--- src/rtl/lpt_pkg.sv ---
package lpt_pkg;
  localparam int unsigned LPT_AW = 16;
  localparam int unsigned LPT_DW = 8;

  typedef enum logic [1:0] {
    SEL_NONE = 2'd0,
    SEL_DATA = 2'd1,
    SEL_CTRL = 2'd2
  } lpt_sel_e;
endpackage

--- src/rtl/lpt_addr_decode.sv ---
module lpt_addr_decode
  import lpt_pkg::*;
#(
  parameter int unsigned      AW         = LPT_AW,
  parameter logic [AW-1:0]    DEC_MASK   = 16'hF002,
  parameter logic [AW-1:0]    DATA_PORT  = 16'h0FFD,
  parameter logic [AW-1:0]    CTRL_PORT  = 16'h1FFD
) (
  input  logic [AW-1:0] addr,
  output lpt_sel_e      sel
);
  localparam logic [AW-1:0] DATA_KEY = DATA_PORT & DEC_MASK;
  localparam logic [AW-1:0] CTRL_KEY = CTRL_PORT & DEC_MASK;

  logic [AW-1:0] masked;

  always_comb begin
    masked = addr & DEC_MASK;
    if (masked == DATA_KEY)      sel = SEL_DATA;
    else if (masked == CTRL_KEY) sel = SEL_CTRL;
    else                         sel = SEL_NONE;
  end
endmodule

--- src/rtl/lpt_sync.sv ---
module lpt_sync #(
  parameter int unsigned STAGES = 2
) (
  input  logic clk,
  input  logic rst_n,
  input  logic d,
  output logic q
);
  logic [STAGES-1:0] chain_q;
  logic [STAGES-1:0] chain_d;

  generate
    if (STAGES == 1) begin : g_one
      always_comb chain_d = d;
    end else begin : g_many
      always_comb chain_d = {chain_q[STAGES-2:0], d};
    end
  endgenerate

  always_ff @(posedge clk or negedge rst_n) begin
    if (!rst_n) chain_q <= '0;
    else        chain_q <= chain_d;
  end

  assign q = chain_q[STAGES-1];
endmodule

--- src/rtl/lpt_data_latch.sv ---
module lpt_data_latch #(
  parameter int unsigned DW = 8
) (
  input  logic          clk,
  input  logic          rst_n,
  input  logic          load,
  input  logic [DW-1:0] d,
  output logic [DW-1:0] q
);
  logic [DW-1:0] q_r;
  logic [DW-1:0] q_nxt;

  always_comb q_nxt = d;

  always_ff @(posedge clk or negedge rst_n) begin
    if (!rst_n)    q_r <= '0;
    else if (load) q_r <= q_nxt;
  end

  assign q = q_r;
endmodule

--- src/rtl/lpt_strobe_busy.sv ---
module lpt_strobe_busy (
  input  logic clk,
  input  logic rst_n,
  input  logic ctrl_wr,
  input  logic ctrl_bit,
  input  logic busy_sync,
  output logic strobe,
  output logic busy,
  output logic strobe_chg
);
  logic strobe_q, strobe_nxt;
  logic busy_q, busy_nxt;
  logic upd_en;

  always_comb begin
    strobe_chg = ctrl_wr && (ctrl_bit != strobe_q);
    upd_en     = strobe_chg || busy_q;
    strobe_nxt = strobe_q;
    busy_nxt   = busy_q;
    if (strobe_chg) begin
      strobe_nxt = ctrl_bit;
      busy_nxt   = busy_sync;
    end else if (busy_q) begin
      busy_nxt   = busy_sync;
    end
  end

  always_ff @(posedge clk or negedge rst_n) begin
    if (!rst_n) begin
      strobe_q <= 1'b0;
      busy_q   <= 1'b0;
    end else if (upd_en) begin
      strobe_q <= strobe_nxt;
      busy_q   <= busy_nxt;
    end
  end

  assign strobe = strobe_q;
  assign busy   = busy_q;
endmodule

--- src/rtl/lpt_io_port.sv ---
module lpt_io_port
  import lpt_pkg::*;
#(
  parameter int unsigned   AW          = LPT_AW,
  parameter int unsigned   DW          = LPT_DW,
  parameter logic [AW-1:0] DEC_MASK    = 16'hF002,
  parameter logic [AW-1:0] DATA_PORT   = 16'h0FFD,
  parameter logic [AW-1:0] CTRL_PORT   = 16'h1FFD,
  parameter int unsigned   STROBE_BIT  = 4,
  parameter int unsigned   SYNC_STAGES = 2
) (
  input  logic          clk,
  input  logic          rst_n,
  input  logic [AW-1:0] addr,
  input  logic [DW-1:0] wr_data,
  input  logic          rd_en,
  input  logic          wr_en,
  output logic [DW-1:0] rd_data,
  output logic          hit,
  output logic [DW-1:0] prn_data,
  output logic          prn_strobe,
  input  logic          prn_busy
);
  localparam logic [DW-2:0] STATUS_ONES = '1;

  lpt_sel_e sel;
  logic     busy_sync;
  logic     busy_flag;
  logic     strobe_chg;
  logic     data_wr;
  logic     ctrl_wr;

  lpt_addr_decode #(
    .AW(AW), .DEC_MASK(DEC_MASK), .DATA_PORT(DATA_PORT), .CTRL_PORT(CTRL_PORT)
  ) u_dec (
    .addr(addr),
    .sel (sel)
  );

  lpt_sync #(.STAGES(SYNC_STAGES)) u_sync (
    .clk  (clk),
    .rst_n(rst_n),
    .d    (prn_busy),
    .q    (busy_sync)
  );

  always_comb begin
    data_wr = wr_en && (sel == SEL_DATA);
    ctrl_wr = wr_en && (sel == SEL_CTRL);
  end

  lpt_data_latch #(.DW(DW)) u_data (
    .clk  (clk),
    .rst_n(rst_n),
    .load (data_wr),
    .d    (wr_data),
    .q    (prn_data)
  );

  lpt_strobe_busy u_stb (
    .clk       (clk),
    .rst_n     (rst_n),
    .ctrl_wr   (ctrl_wr),
    .ctrl_bit  (wr_data[STROBE_BIT]),
    .busy_sync (busy_sync),
    .strobe    (prn_strobe),
    .busy      (busy_flag),
    .strobe_chg(strobe_chg)
  );

  always_comb begin
    hit = (rd_en || wr_en) && (sel == SEL_DATA);
    if (rd_en && (sel == SEL_DATA)) rd_data = {STATUS_ONES, busy_flag};
    else                            rd_data = '1;
  end
endmodule

--- config.mk ---
export PLATFORM = sky130hd
export DESIGN_NAME = lpt_io_port
export DESIGN_NICKNAME = d
export VERILOG_FILES = /design/src/rtl/lpt_pkg.sv /design/src/rtl/lpt_addr_decode.sv /design/src/rtl/lpt_sync.sv /design/src/rtl/lpt_data_latch.sv /design/src/rtl/lpt_strobe_busy.sv /design/src/rtl/lpt_io_port.sv
export SDC_FILE = /design/constraint.sdc
export NUM_CORES = 1
export LEC_CHECK = 0
export ABC_AREA = 1
export BUFFER_PORTS_ARGS = -buffer_cell sky130_fd_sc_hd__buf_2
export CAP_MARGIN = 40
export CORE_ASPECT_RATIO = 0.8
export CORE_MARGIN = 3
export CORE_UTILIZATION = 30
export CTS_CLUSTER_SIZE = 16
export DETAILED_ROUTE_END_ITERATION = 10
export GPL_TIMING_DRIVEN = 0
export PLACE_DENSITY_LB_ADDON = 0.08
export RECOVER_POWER = 100
export SLEW_MARGIN = 20
export SYNTH_ARGS = -nofsm -noshare
export SYNTH_HDL_FRONTEND = slang
export SYNTH_SLANG_ARGS = --single-unit
--- constraint.sdc ---
create_clock -name clk -period 2.4 [get_ports clk]
set_clock_uncertainty 0.05 [all_clocks]
set_input_delay 0.6 -clock clk [delete_from_list [all_inputs] [get_ports clk]]
set_output_delay 0.6 -clock clk [all_outputs]
set_load 0.005 [all_outputs]
## After elaboration in Yosys (flattened, before gate mapping)

Cells that the tools add are included.

| word-level totals | value |
|---|---|
| memory bits (writable) | 0 |
| bits in registers | 12 |
| memories kept | 0 |
| bits in read-only memories | 0 |
| logic and storage cells | 22 |
| output and inout bits | 18 |
| latch bits | 0 |

| cells by class | value |
|---|---|
| shift operators | 0 |
| div/mod/pow operators | 0 |
| mux-type cells | 5 |
| bitwise gates (word level) | 0 |
| equal/unequal tests | 4 |
| reductions and logical operators | 9 |
| $mul | 0 |
| magnitude comparators | 0 |
| add/sub/neg operators | 0 |

Operators by type and width:

| kind | number |
|---|---|
| 16-bit logical NOT | 1 |
| 5-bit by 2-bit == test with 1-bit output, second input constant | 1 |
| 1-bit logical AND | 5 |
| 2-bit 2-to-1 mux | 2 |
| 1-bit 2-to-1 mux | 3 |
| 2-bit by 1-bit == test with 1-bit output, second input constant | 1 |
| 2-bit == test, second input constant | 1 |
| 1-bit logical OR | 2 |
| 2-bit AND reduction | 1 |
| 1-bit != test | 1 |

## Logic depth before layout (Yosys ltp)

Gate-level depths: netlist of run 1.

| logic depth | value |
|---|---|
| depth after elaboration | 8 |
| gate-level depth with buffers | 6 |

## By module

Synthesis of run 1 repeated with hierarchy kept, for this count alone.

| unflattened totals | value |
|---|---|
| cell total of the unflattened synthesis | 78 |
| area total of the unflattened synthesis | 599.3 um^2 |

Modules (own cells, without submodules):

| module | cells an instance | sequential area each (um^2) | times used | area an instance (um^2) |
|---|---|---|---|---|
| lpt_data_latch | 34 | 200.2 | 1 | 305.3 |
| lpt_strobe_busy | 15 | 50.0 | 1 | 111.4 |
| lpt_io_port | 18 | 0.0 | 1 | 96.3 |
| lpt_sync | 2 | 50.0 | 1 | 50.0 |
| lpt_addr_decode | 9 | 0.0 | 1 | 36.3 |

## Worst setup path before layout of run 1

Ideal clock, no wire load.

| timing path | value |
|---|---|
| path type | input to output |
| from | in addr[1] |
| to | out rd_data[0] |
| setup slack | 731 ps |
| stages on the path | 3 |
| arrival time | 1019 ps |
| buffers on the path | 0 |
| cell sequence | nor2_4 -> nand3_4 -> nand3b_1 |

| on the way | value |
|---|---|
| word-level cells in the longest chain between the ends | 6 |
| elaborated cells between the ends (all ways) | 7 |
| classes of those cells | eq/ne (2); mux (3); reduce/logical (2) |

Ends and longest elaborated chain:

| element | RTL line | source |
|---|---|---|
| start, declared | lpt_io_port.sv:14 | `input logic [AW-1:0] addr,` |
| 5-bit by 2-bit == test with 1-bit output | lpt_addr_decode.sv:20 | `else if (masked == CTRL_KEY) sel = SEL_CTRL;` |
| 2-bit 2-to-1 mux | lpt_addr_decode.sv:20 |  |
| 2-bit 2-to-1 mux (*) | lpt_addr_decode.sv:19 | `if (masked == DATA_KEY) sel = SEL_DATA;` |
| 2-bit by 1-bit == test with 1-bit output (*) | lpt_io_port.sv:73 | `if (rd_en && (sel == SEL_DATA)) rd_data = {STATUS_ONES, busy_flag};` |
| 1-bit logical AND (*) | lpt_io_port.sv:73 |  |
| 1-bit 2-to-1 mux (*) | lpt_io_port.sv:73 |  |
| end, declared | lpt_io_port.sv:18 | `output logic [DW-1:0] rd_data,` |

Mark *: on every way between the ends. The rest lies on a longest branch, timed or not.

## Final worst setup path of run 1

| timing path | value |
|---|---|
| from | in addr[14] |
| to | out rd_data[0] |

The elaborated chain is that of the path after synthesis.

==> metrics.md, run 1 <==
| Metric | Value |
|---|---|
| Outcome | finished clean |
| Vias per cell | 3.98 |
| Synthesized area | 613 µm² |
| Period utilization | 83.8% |
| Startpoint types | input pin |
| CTS tree | yes |
| Die Height | 46.4 µm |
| Clk root buf | clkbuf_4 |
| PwrDens | 572 nW/µm² |
| Vias in the first global route | 476 |
| RSZ-0062 raised after global routing | no |
| Net count, final | 138 |
| PortBufs | 28 |
| Row cnt | 13 |
| Clk Latency, worst-skew pair | 0.26 ns |
| Net Sw Frac | 26.4% |
| Diode count | 0 |
| CP Capture Type | primary output |
| Largest net degree at the start of global routing | 13 |
| Htree depth | 1 |
| First-pass GRT wire length | 2.06 mm |
| Setup TNS Final | 0 ns |
| CTS clk-pin slew, worst paths | 0.07 ns |
| Rel. slew slack | 57.0% |
| Post-Syn Instances | 70 |
| Avg WL per Cell | 9.44 µm |
| Cell with the most instances after synthesis | nand2_1 |
| Share of the yosys chip area belonging to registers | 49.0% |
| Tmin final | 2.01 ns |
| Maximum VDD drop | 370 µV |
| CTS Buffer Depth | 2 |
| Io pins | 47 |
| Sink Count | 12 |
| DRT iter0 DRCs | 5 |
| CP required | 1.75 ns |
| DR pass1 iterations | 2 |
| Core area | 1770 µm² |
| Avg Cell Area, Syn | 8.76 µm² |
| Kind of critical path | in -> out |
| Layout fillers | 196 |
| Die X | 56.5 µm |
| Total routed wirelength | 1.22 mm |
| Synth unique cells | 14 |
| Num CTS Buffers | 3 |
| Routed via count | 513 |
| Global Route Usage Sum | 10.9% |
| Worst Tran Pin Value | 0.645 ns |
| Starting Density | 34.6% |
| Post-CTS Setup Inserts | 0 |
| Main synth FF type | dfrtp_1 |
| EDFF count, synth | 0 |
| F_max | 0.497 GHz |
| Clock power share | 25.3% |
| Layout cell share with drive strength beyond 1 | 31.8% |
| Antenna Nets Post-Route | 0 |
| Post-CTS sizing | 0 |
| Leading area contributor after synthesis | dfrtp_1 |
| Static Leakage | 0.459 nW |
| Slew Limit Fails | 0 |
| Reg power frac | 54.3% |
| Psw | 0.120 mW |
| Max-Cap Viols | 0 |
| Number of synthesis warnings | 0 |
| Overflow after GRT | 0 |
| Total power draw | 0.454 mW |
| Part of the power in combinational logic | 20.4% |
| Area Overhead vs Synth | 29.6% |
| Post-DP HPWL | 985 µm |
| Die area | 2630 µm² |
| Final setup viols | 0 |
| Min-Delay Path Class | in -> async |
| Final GP Congestion | 0.756 |
| Hold Vio Cnt, Final | 0 |
| Crit Path Max Fanout | 3 |
| Synth top area cells | dfrtp_1 49%, nand2_1 20%, buf_4 8.6%, nor2_4 3.7%, nor2_8 3.3% |
| Residual DRC | 0 |
| Cts-stage hold buffer count | 0 |
| Yosys top cell area share | 49.0% |
| Synth top cells by count | 33 x nand2_1, 12 x dfrtp_1, 7 x buf_4 |
| Critical path arrival | 1.36 ns |
| Pint | 0.335 mW |
| FF+latch count, synth | 12 |
| Antenna violations before repair | 0 |
| Async set-reset flop share out of synthesis | 100% |
[power groups by stage]
| stage | Clock, mW | Combinational [mW] | Sequential (mW) |
|---|---|---|---|
| 5_1_grt | 0.136 | 0.107 | 0.249 |
| 6_report | 0.115 | 0.0928 | 0.247 |
| 2_1_floorplan | 0 | 0.0446 | 0.252 |
| 3_3_place_gp | 0 | 0.101 | 0.249 |
| 3_5_place_dp | 0 | 0.102 | 0.250 |
| 4_1_cts | 0.125 | 0.103 | 0.247 |
[final timing paths]
check	start	endpoint	slack, ns	cells after the start
min in group clk	u_sync.chain_q[0]$_DFF_PN0_	u_sync.chain_q[1]$_DFF_PN0_	0.30	0
worst min register to register	u_sync.chain_q[0]$_DFF_PN0_	u_sync.chain_q[1]$_DFF_PN0_	0.30	0
max in group asynchronous	rst_n	u_data.q[3]$_DFFE_PN0P_	1.60	1
worst max register to register	u_stb.strobe$_DFFE_PN0P_	u_stb.busy$_DFFE_PN0P_	1.38	6
worst max-delay path	addr[14]	rd_data[0]	0.39	5
worst min-delay path	rst_n	u_data.q[0]$_DFFE_PN0P_	0.28	1
[critical path, cell delays in order]
cell,delay (ns)
buf_2,0.12
nor2_4,0.10
nand3_1,0.20
nand3b_1,0.22
clkbuf_1,0.11
[flip-flops by register name (all words and copies together) (netlist names)]
| signal | count |
|---|---|
| u_stb.busy | 1 |
| u_data.q | 8 |
| u_sync.chain_q | 2 |
| u_stb.strobe | 1 |
[layer usage]
| metal | part of all wire [%] | wire length, µm | vias up | GRT usage, % |
|---|---|---|---|---|
| li1 | - | - | 273 | - |
| met1 | 43 | 524 | 215 | 12.7 |
| met2 | 44 | 537 | 23 | 16.1 |
| met3 | 11 | 139 | 2 | 3.36 |
| met4 | 1.2 | 15 | 0 | 9.95 |
| met5 | 0 | 0 | - | 0 |
[through the flow]
stage                     hold WS (ns)  instance area [µm²]  setup WS, ns  utilization [%]  instances
after floorplan                  0.254                  636         0.731                -         76
after global placement           0.285                  803         0.474             45.3        126
after detailed placement         0.286                  803         0.470             45.3        126
after CTS                        0.153                  826         0.469             46.6        129
after global routing             0.319                  795         0.307             44.8        129
final                            0.283                  795         0.389             44.8        129
[cells by family after synthesis]
group                  count (synthesis)  synth area share [%]
flip-flops                            12                  49.0
other                                  1                 0.612
AND/OR/NAND/NOR                       46                  39.4
buffers and inverters                 11                  11.0
[final cells by class]
type	instances	area [µm²]	share of cell area, %
Buffer	7	52.6	6.61
Inverter	4	15.0	1.89
Multi-Input combinational cell	53	246	31.0
Sequential cell	12	300	37.8
Clock buffer	3	22.5	2.83
Tap cell	22	27.5	3.46
Timing Repair Buffer	28	130	16.4
[cell usage in the layout, fill, tap and decap left out, drive strengths merged]
cell and count:
buf 27, clkbuf 11, conb 7, dfrtp 12, inv 4, nand2 33, nand3 3, nand3b 1
nand4 1, nor2 7, nor3 1
Note: power is estimated with default switching activity, not from simulation.
==> inputs of run 2 (changes only) <==
- ABC_AREA: 1 -> 0
- clock period: 2.4 -> 1.75 ns (I/O delays scaled with it)
==> metrics.md, run 2 <==
| Metric | Value |
|---|---|
| Static Leakage | 0.456 nW (-0.80%) |
| Avg WL per Cell | 10.4 µm (+9.6%) |
| Commonest non-fill, non-tap cell in the layout | buf_2 |
| Critical path cell sequence | buf_6 -> nor4_4 -> nor2b_2 -> o21a_1 -> buf_2 |
| Rel. slew slack | 59.4% (+2.4 points) |
| Most frequent cells in the layout | 25 x buf_2, 12 x dfrtp_1, 9 x buf_4 |
| PwrDens | 857 nW/µm² (+50%) |
| Die Height | 44.6 µm (-4.0%) |
| Kind of critical path | in -> out |
| Vias in the first global route | 343 (-28%) |
| Diode count | 0 (unchanged) |
| R2r setup slk | 0.89 ns (-0.49 ns) |
| CTS tree | yes |
| Residual DRC | 0 (unchanged) |
| Main synth FF type | dfrtp_1 |
| Register area | 300 µm² (unchanged) |
| Async set-reset flop share out of synthesis | 100% (unchanged) |
| Total routed wirelength | 1.06 mm (-13%) |
| Cell with the most instances after synthesis | dfrtp_1 |
| Layout fillers | 166 (-15%) |
| Synth top area cells | dfrtp_1 54%, mux2_2 12%, buf_4 9.4%, mux2_4 8.1%, nor4_4 3.8% |
| Place WS | -0.108 ns (-0.578 ns) |
| Core area | 1690 µm² (-4.6%) |
| Leading area contributor after synthesis | dfrtp_1 |
| Antenna violations before repair | 0 (unchanged) |
| WHS | 0.229 ns (-0.0542 ns) |
| FF+latch count, synth | 12 (unchanged) |
| Die X | 54.2 µm (-4.1%) |
| Final GP Congestion | 0.626 (-17%) |
| Hold Vio Cnt, Final | 0 (unchanged) |
| Worst setup margin | 0.0439 ns (-0.346 ns) |
| CP Capture Type | primary output |
| Sink Count | 12 (unchanged) |
| Number of synthesis warnings | 0 (unchanged) |
| Avg Cell Area, Syn | 14.3 µm² (+63%) |
| DRT iter0 DRCs | 3 (-2) |
| Worst Tran Pin Value | 0.609 ns (-0.0353 ns) |
| F_max | 0.586 GHz |
| Starting Density | 33.0% (-1.6 points) |
| Startpoint types | input pin |
| Maximum VDD drop | 554 µV (+50%) |
| Global Route Usage Sum | 9.21% (-1.6 points) |
| Htree depth | 1 (unchanged) |
| CTS Buffer Depth | 2 (unchanged) |
| Slowest CP cell | nor4_4 |
| Synth unique cells | 14 (unchanged) |
| Slew Limit Fails | 0 (unchanged) |
| Post-Syn Instances | 39 (-44%) |
| Count of non-filler cells in the finished layout | 102 (-21%) |
| Synth top cells by count | 12 x dfrtp_1, 7 x buf_4, 6 x mux2_2 |
| Num CTS Buffers | 3 (unchanged) |
| Synthesized area | 558 µm² (-9.0%) |
| Die area | 2420 µm² (-7.9%) |
| Outcome | finished clean |
| Row cnt | 13 (unchanged) |
| Net count, final | 110 (-20%) |
| Period utilization | 97.5% |
| Crit Path Max Fanout | 2 (-1) |
| Yosys top cell area share | 53.8% (+4.8 points) |
| Layout cell share with drive strength beyond 1 | 65.0% (+33 points) |
| First-pass GRT wire length | 1.51 mm (-27%) |
| Max-Cap Viols | 0 (unchanged) |
| EDFF count, synth | 0 (unchanged) |
| Antenna Nets Post-Route | 0 (unchanged) |
| CTS clk-pin slew, worst paths | 0.07 ns (about the same) |
| Largest net degree at the start of global routing | 13 (unchanged) |
| Tmin final | 1.71 ns |
| Overflow after GRT | 0 (unchanged) |
| Clk root buf | clkbuf_4 |
| Routed via count | 396 (-23%) |
| Clk Latency, worst-skew pair | 0.27 ns (about the same) |
| Vias per cell | 3.88 (-2.4%) |
| Final setup viols | 0 (unchanged) |
| Crit path largest cell delay | 0.27 ns (+0.05 ns) |
| Multi-input combinational cell area | 230 µm² (-6.6%) |
| Io pins | 47 (unchanged) |
| Area Overhead vs Synth | 47.5% |
| Critical path arrival | 1.22 ns (-0.14 ns) |
| Placed insts | 95 (-25%) |
| Share of the yosys chip area belonging to registers | 53.8% (+4.8 points) |
| DR pass1 iterations | 2 (unchanged) |
| PortBufs | 28 (unchanged) |
| Min-Delay Path Class | in -> reg |
| CP required | 1.26 ns (-0.49 ns) |
| Total power draw | 0.706 mW (+55%) |
| Max reg flops | 8 (unchanged) |
| RSZ-0062 raised after global routing | yes |
==> run 2: worst paths after layout <==
| kind | from | endpoint | depth (start not counted) |
|---|---|---|---|
| setup / recovery | addr[1] | hit | 5 |
| setup reg to reg | u_stb.strobe$_DFFE_PN0P_ | u_stb.busy$_DFFE_PN0P_ | 3 |
| max in group asynchronous | rst_n | u_data.q[2]$_DFFE_PN0P_ | 2 |
| hold reg to reg | u_sync.chain_q[0]$_DFF_PN0_ | u_sync.chain_q[1]$_DFF_PN0_ | 0 |
| min in group asynchronous | rst_n | u_data.q[0]$_DFFE_PN0P_ | 2 |
| hold / removal | prn_busy | u_sync.chain_q[0]$_DFF_PN0_ | 1 |
==> run 2: logic make-up (layout without fill, tap and decap cells) <==
logic type / Yosys count / count (layout) / synth area share, %
DFF: 12 / 12 / 53.8
muxes: 9 / 9 / 20.2
and+or+nand+nor: 7 / 7 / 12.1
buffers and inverters: 7 / 42 / 9.42
AOI/OAI and AO/OA: 2 / 2 / 2.24
other: 1 / 7 / 0.672
xor gates and xnor gates: 1 / 1 / 1.57
==> run 2: what timing repair did <==
item                                    4_1_cts  5_1_grt
endpoints found under the setup margin        2        2
buffers inserted                              1        1
hold buffers                                  1        0
endpoints found under the hold margin        12        0
pin swaps                                     1        1
resized for setup                             1        2
==> run 2: per-layer routing <==
metal | global-route usage [%] | wire length [µm] | up-vias
li1 | - | - | 201
met1 | 10.5 | 417 | 170
met2 | 13.8 | 498 | 25
met3 | 6.06 | 140 | 0
met4 | 2.99 | 0 | 0
met5 | 0 | 0 | -
==> run 2: where the power goes <==
part / internal [mW] / switching, mW / total [mW]
sequential: 0.320 / 0.0227 / 0.343
combinational: 0.0974 / 0.0537 / 0.151
clock: 0.126 / 0.0856 / 0.212
total: 0.544 / 0.162 / 0.706
==> run 2: area by class of cell <==
type                       count  area share (%)
sequential                    12            36.5
multi-input combinational     26            28.0
timing repair buffer          31            21.4
buffer                         7            6.38
clock buffer                   4            4.41
tap                           22            3.34
==> run 2: critical path: cells and delay by family <==
family	cells	cell delay, ns
buffers and inverters	2	0.19
AND/OR/NAND/NOR	2	0.46
AO/OA/AOI/OAI	1	0.12
==> run 2: per-stage QoR <==
stage	cell area, µm²	TNS, ns	util [%]
final	823	0	48.7
after global routing	823	-0.0178	48.7
after CTS	805	0	47.6
after detailed placement	748	-0.193	44.2
after global placement	748	-0.198	44.2
after floorplan	581	0	-
==> inputs of run 3 (changes only) <==
- MAX_ROUTING_LAYER: default -> met4
- clock period: 1.75 -> 2.1 ns (I/O delays scaled with it)
==> metrics.md, run 3 (synthesis results as in run 2) <==
| Metric | Value |
|---|---|
| Post-CTS sizing | 0 (-1) |
| Placed insts | 95 (unchanged) |
| F_max | 0.512 GHz |
| Die area | 2420 µm² (unchanged) |
| Multi-input combinational cell area | 204 µm² (-11%) |
| Register area | 300 µm² (unchanged) |
| Min-Delay Path Class | in -> async |
| Vias in the first global route | 330 (-3.8%) |
| Static Leakage | 0.384 nW (-16%) |
| CP Capture Type | primary output |
| DR pass1 iterations | 2 (unchanged) |
| CTS tree | yes |
| Die X | 54.2 µm (unchanged) |
| Routed via count | 384 (-3.0%) |
| Count of non-filler cells in the finished layout | 99 (-2.9%) |
| Residual DRC | 0 (unchanged) |
| Starting Density | 33.0% (unchanged) |
| Clk Latency, worst-skew pair | 0.27 ns (about the same) |
| Vias per cell | 3.88 (about the same) |
| Commonest non-fill, non-tap cell in the layout | buf_2 |
| Core area | 1690 µm² (unchanged) |
| Slowest CP cell | nor4_4 |
| Cts-stage hold buffer count | 0 (-1) |
| Antenna Nets Post-Route | 0 (unchanged) |
| Maximum VDD drop | 449 µV (-19%) |
| Max-Cap Viols | 0 (unchanged) |
| Total routed wirelength | 980 µm (-7.2%) |
| Rel. slew slack | 60.1% (+0.72 points) |
| Crit path largest cell delay | 0.31 ns (+0.04 ns) |
| Layout cell share with drive strength beyond 1 | 50.6% (-14 points) |
| Htree depth | 1 (unchanged) |
| Most frequent cells in the layout | 21 x buf_2, 12 x dfrtp_1, 7 x buf_4, 7 x conb_1, 7 x clkbuf_1 |
| Outcome | finished clean |
| Critical path cell sequence | clkbuf_1 -> nor4_4 -> nor2b_1 -> o21a_1 -> buf_2 |
| Num CTS Buffers | 3 (unchanged) |
| Global Route Usage Sum | 9.06% (-0.15 points) |
| Max reg flops | 8 (unchanged) |
| Final core utilization | 44.5% (-4.2 points) |
| Die Height | 44.6 µm (unchanged) |
| Worst Tran Pin Value | 0.599 ns (-0.0108 ns) |
| Net count, final | 107 (-2.7%) |
| Io pins | 47 (unchanged) |
| Setup TNS Final | 0 ns (unchanged) |
| Kind of critical path | in -> out |
| Period utilization | 93.0% |
| Final setup viols | 0 (unchanged) |
| First-pass GRT wire length | 1.44 mm (-5.0%) |
| Antenna violations before repair | 0 (unchanged) |
| CP required | 1.52 ns (+0.26 ns) |
| Critical path arrival | 1.38 ns (+0.16 ns) |
| Diode count | 0 (unchanged) |
| Post-CTS Setup Inserts | 0 (-1) |
| Row cnt | 13 (unchanged) |
| Sink Count | 12 (unchanged) |
| PortBufs | 28 (unchanged) |
| Area Overhead vs Synth | 34.8% |
| Largest net degree at the start of global routing | 13 (unchanged) |
| Crit Path Max Fanout | 3 (+1) |
| Tmin final | 1.95 ns |
| Clk root buf | clkbuf_4 |
| Reg2Reg Depth | 3 (unchanged) |
| CTS Buffer Depth | 2 (unchanged) |
| Layout fillers | 178 (+7.2%) |
| Startpoint types | input pin |
| RSZ-0062 raised after global routing | no |
| Final GP Congestion | 0.631 (+0.77%) |
| Avg WL per Cell | 9.90 µm (-4.4%) |
| DRT iter0 DRCs | 1 (-2) |
| Overflow after GRT | 0 (unchanged) |
| Slew Limit Fails | 0 (unchanged) |
| Hold Vio Cnt, Final | 0 (unchanged) |
| CTS clk-pin slew, worst paths | 0.07 ns (about the same) |
| PwrDens | 753 nW/µm² (-12%) |
[run 3: cell types whose count changed in the layout (fill, tap and decap cells not counted), moves of 2 or more]
cell / change
clkbuf_1: +6
buf_2: -4
mux2_1: +3
mux2_4: -3
buf_4: -2
buf_6: -2
[run 3: critical path: cells and delay by family]
kind,cells,cell delay (ns)
buffers and inverters,2,0.20
AOI/OAI and AO/OA,1,0.14
and+or+nand+nor,2,0.51
[run 3: per-layer routing]
metal | wire [µm] | global-route usage (%)
met1 | 390 | 10.1
met2 | 450 | 12.9
met3 | 135 | 6.06
met4 | 4 | 2.99
met5 | 0 | -
[run 3: area by class of cell]
type | instances | share of cell area, %
multi-input combinational | 26 | 27.1
sequential | 12 | 39.9
clock buffer | 4 | 4.83
tap | 22 | 3.66
buffer | 7 | 6.99
timing repair buffer | 28 | 17.5
[run 3: stage by stage]
step                area (µm²)  power (mW)  setup WS [ns]  hold WS, ns
floorplan                  581       0.348          0.331        0.179
global placement           748       0.410         0.0631        0.284
detailed placement         748       0.413         0.0673        0.285
CTS                        785       0.595         0.0544       0.0627
global route               752       0.612         0.0743        0.214
finish                     752       0.566          0.147        0.181
[run 3: final timing paths]
path                                                   from                          end  slack (ns)
max in group asynchronous                             rst_n      u_data.q[2]$_DFFE_PN0P_        1.43
min in group clk                u_sync.chain_q[0]$_DFF_PN0_  u_sync.chain_q[1]$_DFF_PN0_        0.30
worst max-delay path                                addr[1]                          hit        0.15
worst min-delay path                                  rst_n      u_data.q[0]$_DFFE_PN0P_        0.18
worst max register to register     u_stb.strobe$_DFFE_PN0P_       u_stb.busy$_DFFE_PN0P_        1.24
worst min register to register  u_sync.chain_q[0]$_DFF_PN0_  u_sync.chain_q[1]$_DFF_PN0_        0.30
[run 3: report_power, final]
group          internal, mW  switching (mW)  total, mW
clock                 0.105          0.0710      0.176
combinational        0.0620          0.0425      0.104
sequential            0.267          0.0184      0.285
